**src/rtl/kbd_resp_pkg.sv**
```systemverilog
package kbd_resp_pkg;
  localparam int unsigned BYTE_W      = 8;
  localparam int unsigned REPLY_SLOTS = 2;
  localparam int unsigned CNT_W       = $clog2(REPLY_SLOTS + 1);

  typedef logic [BYTE_W-1:0] byte_t;

  localparam byte_t RSP_ACK     = 8'hFA;
  localparam byte_t RSP_RESEND  = 8'hFE;
  localparam byte_t RSP_POST_OK = 8'hAA;

  localparam byte_t CMD_NOP      = 8'h00;
  localparam byte_t CMD_BAD      = 8'h05;
  localparam byte_t CMD_LEDS     = 8'hED;
  localparam byte_t CMD_ECHO     = 8'hEE;
  localparam byte_t CMD_RATE     = 8'hF3;
  localparam byte_t CMD_SCAN_ON  = 8'hF4;
  localparam byte_t CMD_RST_OFF  = 8'hF5;
  localparam byte_t CMD_RST_ON   = 8'hF6;
  localparam byte_t CMD_RST_FULL = 8'hFF;

  typedef enum logic [1:0] {SCAN_KEEP, SCAN_SET, SCAN_CLR} scan_act_e;

  typedef struct packed {
    logic [CNT_W-1:0] n_rep;
    byte_t            rep1;
    byte_t            rep0;
    scan_act_e        scan;
    logic             pend;
  } dec_t;
endpackage

```
**src/rtl/kbd_cmd_decode.sv**
```systemverilog
module kbd_cmd_decode
  import kbd_resp_pkg::*;
(
  input  byte_t data_i,
  input  logic  pend_i,
  output dec_t  dec_o
);
  always_comb begin
    dec_o       = '0;
    dec_o.n_rep = CNT_W'(1);
    dec_o.rep0  = RSP_ACK;
    dec_o.scan  = SCAN_KEEP;
    dec_o.pend  = 1'b0;
    if (!pend_i) begin
      unique case (data_i)
        CMD_LEDS, CMD_RATE: begin
          dec_o.n_rep = '0;
          dec_o.pend  = 1'b1;
        end
        CMD_BAD:     dec_o.rep0 = RSP_RESEND;
        CMD_ECHO:    dec_o.rep0 = CMD_ECHO;
        CMD_SCAN_ON,
        CMD_RST_ON:  dec_o.scan = SCAN_SET;
        CMD_RST_OFF: dec_o.scan = SCAN_CLR;
        CMD_RST_FULL: begin
          dec_o.n_rep = CNT_W'(2);
          dec_o.rep1  = RSP_POST_OK;
          dec_o.scan  = SCAN_SET;
        end
        default: ;
      endcase
    end
  end
endmodule

```
**src/rtl/kbd_reply_seq.sv**
```systemverilog
module kbd_reply_seq #(
  parameter int unsigned DW    = 8,
  parameter int unsigned SLOTS = 2,
  localparam int unsigned CW   = $clog2(SLOTS + 1)
) (
  input  logic                clk_i,
  input  logic                rst_ni,
  input  logic                load_i,
  input  logic [CW-1:0]       load_cnt_i,
  input  logic [SLOTS*DW-1:0] load_data_i,
  input  logic                pop_i,
  output logic                valid_o,
  output logic [DW-1:0]       data_o,
  output logic                empty_o
);
  logic [DW-1:0] slot_q [SLOTS];
  logic [CW-1:0] cnt_q;

  always_ff @(posedge clk_i or negedge rst_ni) begin
    if (!rst_ni)     cnt_q <= '0;
    else if (load_i) cnt_q <= load_cnt_i;
    else if (pop_i)  cnt_q <= cnt_q - CW'(1);
  end

  for (genvar g = 0; g < SLOTS; g++) begin : g_slot
    always_ff @(posedge clk_i or negedge rst_ni) begin
      if (!rst_ni) slot_q[g] <= '0;
      else if (load_i) slot_q[g] <= load_data_i[g*DW +: DW];
      else if (pop_i) begin
        if (g == SLOTS - 1) slot_q[g] <= '0;
        else                slot_q[g] <= slot_q[(g+1) % SLOTS];
      end
    end
  end

  assign valid_o = (cnt_q != '0);
  assign empty_o = (cnt_q == '0);
  assign data_o  = slot_q[0];
endmodule

```
**src/rtl/kbd_cmd_responder.sv**
```systemverilog
module kbd_cmd_responder
  import kbd_resp_pkg::*;
(
  input  logic       clk_i,
  input  logic       rst_ni,
  input  logic       in_valid_i,
  input  logic [7:0] in_data_i,
  output logic       in_ready_o,
  output logic       rep_valid_o,
  output logic [7:0] rep_data_o,
  input  logic       rep_ready_i,
  output logic       scan_en_o,
  output logic       arg_pending_o
);
  logic accept, empty;
  dec_t dec;
  logic scan_q, pend_q;

  assign in_ready_o = empty;
  assign accept     = in_valid_i & empty;

  kbd_cmd_decode u_dec (
    .data_i (in_data_i),
    .pend_i (pend_q),
    .dec_o  (dec)
  );

  always_ff @(posedge clk_i or negedge rst_ni) begin
    if (!rst_ni) begin
      scan_q <= 1'b1;
      pend_q <= 1'b0;
    end else if (accept) begin
      pend_q <= dec.pend;
      unique case (dec.scan)
        SCAN_SET: scan_q <= 1'b1;
        SCAN_CLR: scan_q <= 1'b0;
        default:  ;
      endcase
    end
  end

  kbd_reply_seq #(.DW(BYTE_W), .SLOTS(REPLY_SLOTS)) u_seq (
    .clk_i       (clk_i),
    .rst_ni      (rst_ni),
    .load_i      (accept),
    .load_cnt_i  (dec.n_rep),
    .load_data_i ({dec.rep1, dec.rep0}),
    .pop_i       (rep_valid_o & rep_ready_i),
    .valid_o     (rep_valid_o),
    .data_o      (rep_data_o),
    .empty_o     (empty)
  );

  assign scan_en_o     = scan_q;
  assign arg_pending_o = pend_q;
endmodule

```
**config.mk**
```make
export PLATFORM = sky130hd
export DESIGN_NAME = kbd_cmd_responder
export DESIGN_NICKNAME = d
export VERILOG_FILES = /design/src/rtl/kbd_resp_pkg.sv /design/src/rtl/kbd_cmd_decode.sv /design/src/rtl/kbd_reply_seq.sv /design/src/rtl/kbd_cmd_responder.sv
export SDC_FILE = /design/constraint.sdc
export NUM_CORES = 1
export LEC_CHECK = 0
export CORE_MARGIN = 2
export CORE_UTILIZATION = 40
export DETAILED_ROUTE_END_ITERATION = 8
export PLACE_DENSITY = 0.8
export RECOVER_POWER = 50
export SYNTH_ARGS = -nofsm -noshare
export SYNTH_HDL_FRONTEND = slang
export SYNTH_SLANG_ARGS = --single-unit
```
**constraint.sdc**
```tcl
create_clock -name clk_i -period 3.95 [get_ports clk_i]
set_input_delay 0.79 -clock clk_i [delete_from_list [all_inputs] [get_ports clk_i]]
set_output_delay 0.79 -clock clk_i [all_outputs]
set_load 0.01 [all_outputs]
```
==> flow_summary.html <==
<table>
<tr><th>Metric</th><th>Value</th></tr>
<tr><th colspan="2">Run status</th></tr>
<tr><td>Result of the run</td><td>complete, no violations</td></tr>
<tr><th colspan="2">Setup path</th></tr>
<tr><td>Ordered cell list for the critical path</td><td>inv_1, ha_1, inv_1, clkdlybuf4s50_1</td></tr>
<tr><td>Cell class contributing the biggest share of worst-path delay</td><td>buffers and inverters</td></tr>
<tr><td>Type of element launching the critical path</td><td>flip-flop</td></tr>
<tr><td>Critical path capture point type</td><td>primary output</td></tr>
<tr><td>Cell repeated most along the worst path</td><td>inv_1</td></tr>
<tr><td>CP bufs+invs</td><td>3</td></tr>
<tr><td>Cell with the largest stage delay on the worst path</td><td>clkdlybuf4s50_1</td></tr>
<tr><td>Worst-path maximum fanout</td><td>8</td></tr>
<tr><td>Start-to-end type of the worst setup path</td><td>flip-flop to primary output</td></tr>
<tr><td>Worst stage delay on the critical path</td><td>550 ps</td></tr>
<tr><td>CP arrival</td><td>1700 ps</td></tr>
<tr><td>Data required time of the critical path</td><td>3160 ps</td></tr>
<tr><th colspan="2">Place</th></tr>
<tr><td>Port Buf Inserts</td><td>22</td></tr>
<tr><td>Placed cells</td><td>between 100 and 150</td></tr>
<tr><td>RD Place Congestion</td><td>0.763</td></tr>
<tr><td>Placed inst area</td><td>~800 um2</td></tr>
<tr><td>Detailed placer's ending HPWL</td><td>1070 um</td></tr>
<tr><th colspan="2">Timing</th></tr>
<tr><td>Setup skew after layout</td><td>7.54 ps</td></tr>
<tr><td>Count of pins over their slew limit</td><td>0</td></tr>
<tr><td>Min Clock Period, post-route</td><td>2490 ps</td></tr>
<tr><td>Highest clock rate</td><td>~400 MHz</td></tr>
<tr><td>RSZ-0062 raised after global routing</td><td>false</td></tr>
<tr><td>Final hold violation count</td><td>0</td></tr>
<tr><td>Total of endpoints with negative setup slack in the final report</td><td>0</td></tr>
<tr><td>Crit share post-route</td><td>63.1%</td></tr>
<tr><td>TNS Setup</td><td>0 ps</td></tr>
<tr><th colspan="2">Synth</th></tr>
<tr><td>Number of cells produced by synthesis</td><td>slightly above 70</td></tr>
<tr><td>Simple logic cell fraction of the synthesized area</td><td>25.8%</td></tr>
<tr><td>Share of cell area taken by muxes after synthesis</td><td>1.62%</td></tr>
<tr><td>Net count after synthesis</td><td>85</td></tr>
<tr><td>Count of cell types in the netlist</td><td>30</td></tr>
<tr><td>Sequential share of the synthesized area</td><td>36.7%</td></tr>
<tr><td>Post-synthesis sequential element count</td><td>9</td></tr>
<tr><td>Combinational family with the most area after synthesis</td><td>simple AND/OR/NAND/NOR gates</td></tr>
<tr><td>Average footprint of a synthesized cell</td><td>8.69 um2</td></tr>
<tr><td>Total number of yosys warnings</td><td>0</td></tr>
<tr><td>Area share of fa/ha/maj cells after synthesis</td><td>4.06%</td></tr>
<tr><td>Cell area after technology mapping</td><td>about 620 um2</td></tr>
<tr><td>Share of the synthesized area in compound gates (AO/OA/AOI/OAI)</td><td>between 15 and 20%</td></tr>
<tr><td>Synthesized-area fraction occupied by xor and xnor cells</td><td>1.42%</td></tr>
<tr><th colspan="2">Job</th></tr>
<tr><td>Reported max-cap violation count</td><td>0</td></tr>
<tr><th colspan="2">Clocking</th></tr>
<tr><td>Cell at the root of the clock tree</td><td>clkbuf_4</td></tr>
<tr><td>Post-cts sizing count</td><td>0</td></tr>
<tr><td>Worst-path clk slew</td><td>60 ps</td></tr>
<tr><td>Number of buffers on the longest clock path</td><td>2</td></tr>
<tr><td>Number of buffers added to fix hold violations after cts</td><td>0</td></tr>
<tr><td>Clock insertion delay at the later pin of the skew report</td><td>270 ps</td></tr>
<tr><td>Cts bufs inserted</td><td>3</td></tr>
<tr><td>Sink Count</td><td>9</td></tr>
<tr><td>Buffers inserted by post-CTS timing repair</td><td>0</td></tr>
<tr><td>Number of H-tree branching levels</td><td>1</td></tr>
<tr><td>TritonCTS clock tree</td><td>done</td></tr>
<tr><th colspan="2">Die</th></tr>
<tr><td>Die height</td><td>43.3 um</td></tr>
<tr><td>Initial standard-cell utilization of the core</td><td>41.9%</td></tr>
<tr><td>DIE WIDTH</td><td>43.3 um</td></tr>
<tr><td>Num rows</td><td>14</td></tr>
<tr><td>Core ar.</td><td>between 0.001 and 0.0015 mm2</td></tr>
<tr><td>IO Count</td><td>24</td></tr>
<tr><td>Die area</td><td>0.00187 mm2</td></tr>
<tr><th colspan="2">Layout</th></tr>
<tr><td>Ratio of cells with drive above 1 in the final layout</td><td>6.74%</td></tr>
<tr><td>Fill cell instance count of the final layout</td><td>around 140</td></tr>
<tr><td>Post-Layout Inst Area</td><td>about 820 um2</td></tr>
<tr><td>ANT cells</td><td>0</td></tr>
<tr><td>Multi-input combinational cell area</td><td>between 300 and 400 um2</td></tr>
<tr><td>Count of placed standard cells in the final layout, fillers left out</td><td>105</td></tr>
<tr><td>Post-layout util</td><td>56.0%</td></tr>
<tr><td>Signed area change from the synthesized netlist to the final layout</td><td>33.5%</td></tr>
<tr><td>Sequential cell area</td><td>~230 um2</td></tr>
<tr><td>Post-layout nets</td><td>104</td></tr>
<tr><th colspan="2">Global routing</th></tr>
<tr><td>Global-route wire length before repair</td><td>2390 um</td></tr>
<tr><td>Maximum number of pins on one net before global-route repair</td><td>10</td></tr>
<tr><td>Remaining global-route overflow</td><td>0</td></tr>
<tr><td>Antenna violations before repair</td><td>0</td></tr>
<tr><td>All-Layer GR Usage</td><td>17.6%</td></tr>
<tr><td>Number of global-route vias before repair</td><td>~550</td></tr>
<tr><th colspan="2">Routing</th></tr>
<tr><td>Routed Antenna Nets</td><td>0</td></tr>
<tr><td>Initial DRC Count</td><td>11</td></tr>
<tr><td>Residual DRC count</td><td>0</td></tr>
<tr><td>Vias per inst</td><td>5.47</td></tr>
<tr><td>Number of iterations in the first detailed-routing pass</td><td>4</td></tr>
<tr><td>Avg WL per Cell</td><td>around 13 um</td></tr>
<tr><td>Final WL</td><td>1370 um</td></tr>
<tr><td>Via Count</td><td>574</td></tr>
<tr><th colspan="2">Power and ir drop</th></tr>
<tr><td>Leakage Power</td><td>~0.00036 uW</td></tr>
<tr><td>Part of the total power dissipated in the clock network</td><td>approximately 17%</td></tr>
<tr><td>Max rail drop VDD</td><td>299 uV</td></tr>
<tr><td>Sequential Power Share</td><td>33.3%</td></tr>
<tr><td>Psw</td><td>between 150 and 200 uW</td></tr>
<tr><td>Power, Total</td><td>441 uW</td></tr>
<tr><td>P_int</td><td>282 uW</td></tr>
<tr><td>Switch share</td><td>36.1%</td></tr>
<tr><td>Power density over the cells</td><td>536 mW/mm2</td></tr>
<tr><td>Relative contribution of combinational cells to total power</td><td>49.9%</td></tr>
<tr><th colspan="2">Min path</th></tr>
<tr><td>Hold/Removal Path Class</td><td>flip-flop to flip-flop</td></tr>
</table>
-- layer usage --
layer / track usage [%] / vias to the layer above / share of wire, %
met5: 0 / - / 0
met4: 7.88 / 0 / 0.80
met3: 7.66 / 2 / 6.8
met2: 28.4 / 16 / 50
met1: 20.0 / 274 / 42
li1: - / 282 / -
-- worst paths after layout --
kind	from	to	slack, ps	depth (start not counted)
max	u_seq.cnt_q[0]	rep_valid_o	1460	4
min	scan_en_o	scan_en_o	510	2
max reg2reg	arg_pending_o	scan_en_o	2150	7
min reg2reg	scan_en_o	scan_en_o	510	2
max in group asynchronous	rst_ni	scan_en_o	2740	1
min in group asynchronous	rst_ni	u_seq.data_o[4]	880	1
-- tightest hold or removal path, stage by stage (launching register included) --
cell     delay, ps
dfstp_2        370
nor2_1          90
a21oi_1         50
-- sequential cells by signal (all words and copies together), names as in the netlist --
name,cells
arg_pending_o,1
u_seq.data_o,4
scan_en_o,1
u_seq.cnt_q,2
u_seq.slot_q,1
-- power groups by stage --
stage               clock, uW  sequential [uW]  combinational (uW)
floorplan                   0              145                 143
global placement            0              146                 212
detailed placement          0              148                 223
CTS                      75.8              147                 223
global route             83.7              152                 242
finish                   74.1              147                 220
-- cell families after synthesis --
logic type                 count (synthesis)
muxes                                      1
xor gates and xnor gates                   1
buffers and inverters                     14
DFF                                        9
AOI/OAI and AO/OA                         15
other                                      1
and+or+nand+nor                           28
adders and majority gates                  2
-- layout make-up --
type                       instances  share of cell area [%]
sequential                         9                    27.5
inverter                           6                    2.74
tap                               16                    2.43
clock buffer                       4                    3.19
multi-input combinational         48                    37.4
timing repair buffer              22                    26.7
-- through the flow --
step	worst slack, ps	hold slack [ps]
finish	1460	508
global route	1370	555
CTS	1460	510
detailed placement	1340	499
global placement	1390	487
floorplan	1970	467
-- synth_stat cells --
cell | n | share of area [%]
o21bai_1 | 1 | 1.2
a221oi_1 | 1 | 1.4
nand2_1 | 6 | 3.7
dfstp_2 | 1 | 4.3
nand3_1 | 2 | 1.6
and4b_1 | 1 | 1.6
inv_1 | 6 | 3.7
and3b_1 | 1 | 1.4
nor3_1 | 2 | 1.6
a21oi_1 | 1 | 0.81
nand4_1 | 3 | 3.0
conb_1 | 1 | 0.61
o221ai_1 | 1 | 1.4
and4bb_2 | 1 | 2.0
buf_4 | 8 | 9.7
dfrtp_1 | 8 | 32
xnor2_1 | 1 | 1.4
nor2_1 | 6 | 3.7
mux2i_1 | 1 | 1.6
o21ai_0 | 7 | 5.7
o2111ai_1 | 1 | 1.4
nor2b_1 | 2 | 2.0
nor4b_1 | 1 | 1.4
and3_1 | 1 | 1.0
a22oi_1 | 1 | 1.2
a2111o_1 | 1 | 1.8
and2_1 | 1 | 1.0
ha_1 | 2 | 4.1
o21ai_2 | 1 | 1.4
nor4bb_1 | 1 | 1.6
-- layout by cell type, fill, tap and decap left out, types with 2 or more instances in the layout --
cell type        instances
nand4_1                  3
clkdlybuf4s50_1         18
nand2_1                  6
inv_1                    6
o21ai_0                  7
ha_1                     2
nor2_1                   6
clkbuf_4                 3
nand3_1                  2
nor2b_1                  2
dlygate4sd3_1            4
dfrtp_1                  8
nor3_1                   2
(Power assumes the default switching activity.)
